$ cat config.mk
export PLATFORM = sky130hd
export DESIGN_NAME = prot_supervisor
export DESIGN_NICKNAME = d
export VERILOG_FILES = /design/src/rtl/prot_supervisor.sv
export SDC_FILE = /design/constraint.sdc
export NUM_CORES = 1
export LEC_CHECK = 0
export BUFFER_PORTS_ARGS = -buffer_cell sky130_fd_sc_hd__buf_4
export CAP_MARGIN = 30
export CORE_AREA = 2 2 39 41
export DETAILED_ROUTE_END_ITERATION = 6
export DIE_AREA = 0 0 41 43
export HOLD_SLACK_MARGIN = 0.12
export SLEW_MARGIN = 20
export SYNTH_ARGS = -nofsm -noshare
export SYNTH_HDL_FRONTEND = slang
export SYNTH_SLANG_ARGS = --single-unit
$ cat constraint.sdc
create_clock -name clk -period 0.9 [get_ports clk]
set_clock_uncertainty 0.2 [all_clocks]
set_input_delay 0 -clock clk [delete_from_list [all_inputs] [get_ports clk]]
set_output_delay 0 -clock clk [all_outputs]
set_load 0.01 [all_outputs]
$ cat src/rtl/prot_supervisor.sv
module prot_supervisor #(
  parameter int W         = 10,
  parameter int CH        = 4,
  parameter int T_TRIP    = 170,
  parameter int T_RELEASE = 160,
  parameter int T_WARN    = 145,
  parameter int V_MAX     = 35
) (
  input  logic                clk,
  input  logic                rst_n,
  input  logic signed [W-1:0] temp_c,
  input  logic signed [W-1:0] vsup_v,
  input  logic [CH-1:0]       cmd_on,
  output logic [CH-1:0]       sw_en,
  output logic                warn_hot,
  output logic                therm_off,
  output logic                over_volt
);

  localparam logic signed [W-1:0] TRIP = W'(T_TRIP);
  localparam logic signed [W-1:0] REL  = W'(T_RELEASE);
  localparam logic signed [W-1:0] WARN = W'(T_WARN);
  localparam logic signed [W-1:0] VMX  = W'(V_MAX);

  wire at_trip  = temp_c >= TRIP;
  wire at_rel   = temp_c <= REL;
  wire hot_warn = temp_c >  WARN;
  wire ov_now   = vsup_v >  VMX;

  always_ff @(posedge clk) begin
    if (!rst_n) begin
      therm_off <= 1'b0;
      warn_hot  <= 1'b0;
      over_volt <= 1'b0;
    end else begin
      if (at_trip)     therm_off <= 1'b1;
      else if (at_rel) therm_off <= 1'b0;
      warn_hot  <= hot_warn;
      over_volt <= ov_now;
    end
  end

  assign sw_en = cmd_on & {CH{~(therm_off | over_volt)}};

  AST_TRIP_SETS: assert property (@(posedge clk) disable iff (!rst_n)
    at_trip |=> therm_off);
  AST_RELEASE_CLEARS: assert property (@(posedge clk) disable iff (!rst_n)
    at_rel |=> !therm_off);
  AST_BAND_HOLDS: assert property (@(posedge clk) disable iff (!rst_n)
    (!at_trip && !at_rel) |=> $stable(therm_off));
  AST_WARN_TRACKS: assert property (@(posedge clk) disable iff (!rst_n)
    1'b1 |=> warn_hot == $past(hot_warn));
  AST_OV_TRACKS: assert property (@(posedge clk) disable iff (!rst_n)
    1'b1 |=> over_volt == $past(ov_now));
  AST_CUT_ALL: assert property (@(posedge clk) disable iff (!rst_n)
    (therm_off || over_volt) |-> sw_en == '0);

endmodule

## Word level (Yosys, flattened, before mapping)

Index checks and enable logic that the tools add are counted.
W data, S select, Z words.

- Mux-type cells: 2
- Equality and inequality tests: 0
- Divide/modulo/power cells: 0
- Reduce and logical (&&, ||, !) cells: 1
- Magnitude comparators: 4
- Add/sub/neg operators: 0
- Multiply operators: 0
- Bitwise operators: 3
- Shift-type cells: 0

Operators by type and width:

| cell | count |
|---|---|
| $ge A10 B9 Y1 const B | 1 |
| $gt A10 B7 Y1 const B | 1 |
| $gt A10 B9 Y1 const B | 1 |
| $le A10 B9 Y1 const B | 1 |
| $and A4 B4 Y4 | 1 |
| $mux W1 | 2 |
| $reduce_bool A2 Y1 | 1 |
| $not A1 Y1 | 1 |
| $or A1 B1 Y1 | 1 |

- Memories: 0
- ROM bits: 0
- Memory bits (writable): 0
- Bits in latches: 0
- Register bits after elaboration: 3
- Output and inout port bits: 7
- Bits of input ports: 26

## Longest topological paths before layout

- Depth after elaboration: 3
- Gate-level depth with buffers: 3
- Mapped depth without buffers: 3

## Worst setup path after synthesis

Ideal clock, no wire load.

- Kind: input -> register
- Start: in temp_c[2]
- End: reg therm_off
- Stages: 3
- Data required time: 0.575 ns
- Path slack: 0.007 ns
- Path buffers: 0
- Setup time: 0.125 ns
- Arrival time: 0.568 ns
- Path through: or3_4 o22ai_2 a21oi_1

- Cells in the longest elaborated chain, start to end: 2

Ends and longest elaborated chain:

| what | RTL line | text |
|---|---|---|
| start: declaration | 11 | `input logic signed [W-1:0] temp_c,` |
| $ge A10 B9 Y1 or $le A10 B9 Y1 (tied branches) | 25, 26 |  |
| $mux W1 or $reduce_bool A2 Y1 (tied branches) | - |  |
| end signal: assignment | 32 | `therm_off <= 1'b0;` |
| end signal: assignment | 36 | `if (at_trip) therm_off <= 1'b1;` |
| end signal: assignment | 37 | `else if (at_rel) therm_off <= 1'b0;` |
| end: declaration | 16 | `output logic therm_off,` |

Parallel ways exist; a longest one is shown, timed or not.
A chain may end at the register's enable or synchronous reset.

## Worst setup path in the final report

- Start: reg over_volt
- End: out sw_en[2]

- Cells in the longest elaborated chain, start to end: 3

Ends and longest elaborated chain:

| what | RTL line | text |
|---|---|---|
| start: declaration | 17 | `output logic over_volt` |
| start signal: assignment | 39 | `over_volt <= ov_now;` |
| $or A1 B1 Y1 | 43 | `assign sw_en = cmd_on & {CH{~(therm_off \| over_volt)}};` |
| $not A1 Y1 | 43 |  |
| $and A4 B4 Y4 | 43 |  |
| end: declaration | 14 | `output logic [CH-1:0] sw_en,` |

Every way passes these cells.

==> results.md <==
- Initial antenna violation count: 0
- Maximum VDD drop: 0.000441 V
- Power per cell area: 1120 nW/um^2
- Synth cell count leaders: 4 x and2_1, 3 x dfxtp_1, 2 x o21a_1, 2 x o21ai_0
- Most frequent cell after synthesis: and2_1
- CTS tree: built
- Minimum clock period: 1.10 ns
- Fraction of registers with async set/reset: 0
- Setup crit end kind: output pin
- Buffers on Ports: 30
- Core Area: 1380 um^2
- Final setup TNS: -1.07 ns
- Distinct cells, synth: 14
- Yosys warning count: 0
- Drt drc: 0
- Starting Density: 0.134
- Root cell of the clock tree: clkbuf_4
- Placed cell area: 453 um^2
- Area grow syn2layout: 180%
- Final hold vios: 3
- Grt ovf: 0
- First-pass GRT wire length: 966 um
- Synth top area share: 0.324
- Setup ws final: -0.201 ns
- Req. time, crit path: 0.70 ns
- CTS Buf Count: 3
- Die Wd: 41 um
- CTS clk-pin slew, worst paths: 0.03 ns
- Via count: 312
- Critical path class: register to output pin
- DR vias/cell: 4.16
- Fraction of layout cells with a size suffix above 1: 0.729
- Flop2flop setup slack: -0.01 ns
- Hold WC Path Type: input pin to register
- GRT Util Overall: 0.0853
- Die area: 1760 um^2
- Measured slew at the worst slew-check pin: 0.237 ns
- Yosys top cell by area: dfxtp_1
- Final slew viol count: 0
- Number of max-cap violations: 0
- Row cnt: 14
- Total power: 579 uW
- 1st-iter DRT viols: 0
- Leak: 0.000251 uW
- Sink Count: 3
- Final period util: 1.22
- # fillers: 149
- Critical path data arrival time: 0.90 ns
- EDFF count, synth: 0
- Final setup viols: 7
- H-tree levels: 1
- Main area contributors after synthesis: dfxtp_1 32%, and2_1 14%, o21a_1 8.1%
- DP Worst Slack: -0.145 ns
- RSZ-0062 raised after global routing: true
- Drt total wl: 634 um
- Worst rel slew slack: 0.841
- WL/cell: 8.45 um
- First-pass DRT Iterations: 1
- Worst hold margin: -0.274 ns
- Max Fanout on Critical Path: 4
- Outcome: finished, violations left
- Crit start category: register
- DRT antenna net count: 0
- Final #Nets: 86
- Post-Syn Area: 185 um^2
- Main flop type after synthesis: dfxtp_1
- Total I/O pin count: 33
- Gpl congestion: 0.634
- Largest net degree at the start of global routing: 5
- CTS max path bufs: 2
- Syn_nets: 47
- Synthesized instance count: 21
- Fmax: 0.908 GHz
- N_diodes: 0
- Mean Syn Cell Area: 8.82 um^2
- Violated checks: negative hold slack, negative setup slack
- Chip height: 43 um
- Vias in the first global route: 296
- Sequential area share after synthesis: 0.324
- FF+latch count, synth: 3
- Clk_lat worst skew: 0.23 ns
- Design Area, Final: 518 um^2
[layer usage]
metal,global-route usage,up-vias,routed length [um],share of wire
met5,0,-,0,0
met4,0.0800,0,0,0
met3,0.0314,0,114,0.18
met2,0.141,26,322,0.51
met1,0.0705,130,197,0.31
li1,-,156,-,-
[area by class of cell]
class,count,area [um^2],area share
timing repair buffer,34,274,0.529
tap,16,20.0,0.0386
clock buffer,4,26.3,0.0507
multi-input combinational,18,135,0.261
sequential,3,62.6,0.121
[flip-flops by register name (all words and copies together), names as in the netlist]
register / count
therm_off: 1
warn_hot: 1
over_volt: 1
[where the power goes]
group,internal [uW],switching (uW)
clock network,166,69.6
registers,143,5.87
logic,137,57.7
total,446,133
[worst max-delay path: stages (launching register included)]
cell and delay, ns:
dfxtp_2 0.32, nor2_4 0.11, and2_1 0.13, buf_4 0.11
[final timing paths]
| path | endpoint | from | depth (start not counted) |
|---|---|---|---|
| max | sw_en[2] | over_volt | 3 |
| min | over_volt | vsup_v[9] | 2 |
| max reg2reg | therm_off | therm_off | 3 |
| min reg2reg | therm_off | therm_off | 3 |
[layout by cell type, fill, tap and decap left out, drive strengths merged, types with 2 or more instances in the layout]
cell type / count
buf: 34
o21a: 2
dfxtp: 3
o21ai: 2
clkbuf: 4
and2: 4
[cell families (layout without fill, tap and decap cells)]
kind of cell,after synthesis,after routing,synth area share
and+or+nand+nor,10,10,0.358
AOI/OAI and AO/OA,8,8,0.318
DFF,3,3,0.324
buffers and inverters,0,38,0
[what timing repair did]
item / CTS / global route
hold endpoints to repair: 7 / 7
pin swaps: 4 / 0
setup endpoints to repair: 7 / 7
gates resized for setup: 9 / 1
buffers inserted: 0 / 1
[per-stage QoR]
stage,util,std cells
after floorplan,-,21
after global placement,0.327,70
after detailed placement,0.327,70
after CTS,0.366,74
after global routing,0.374,75
final,0.374,75
Note: power is estimated with default switching activity, not from simulation.
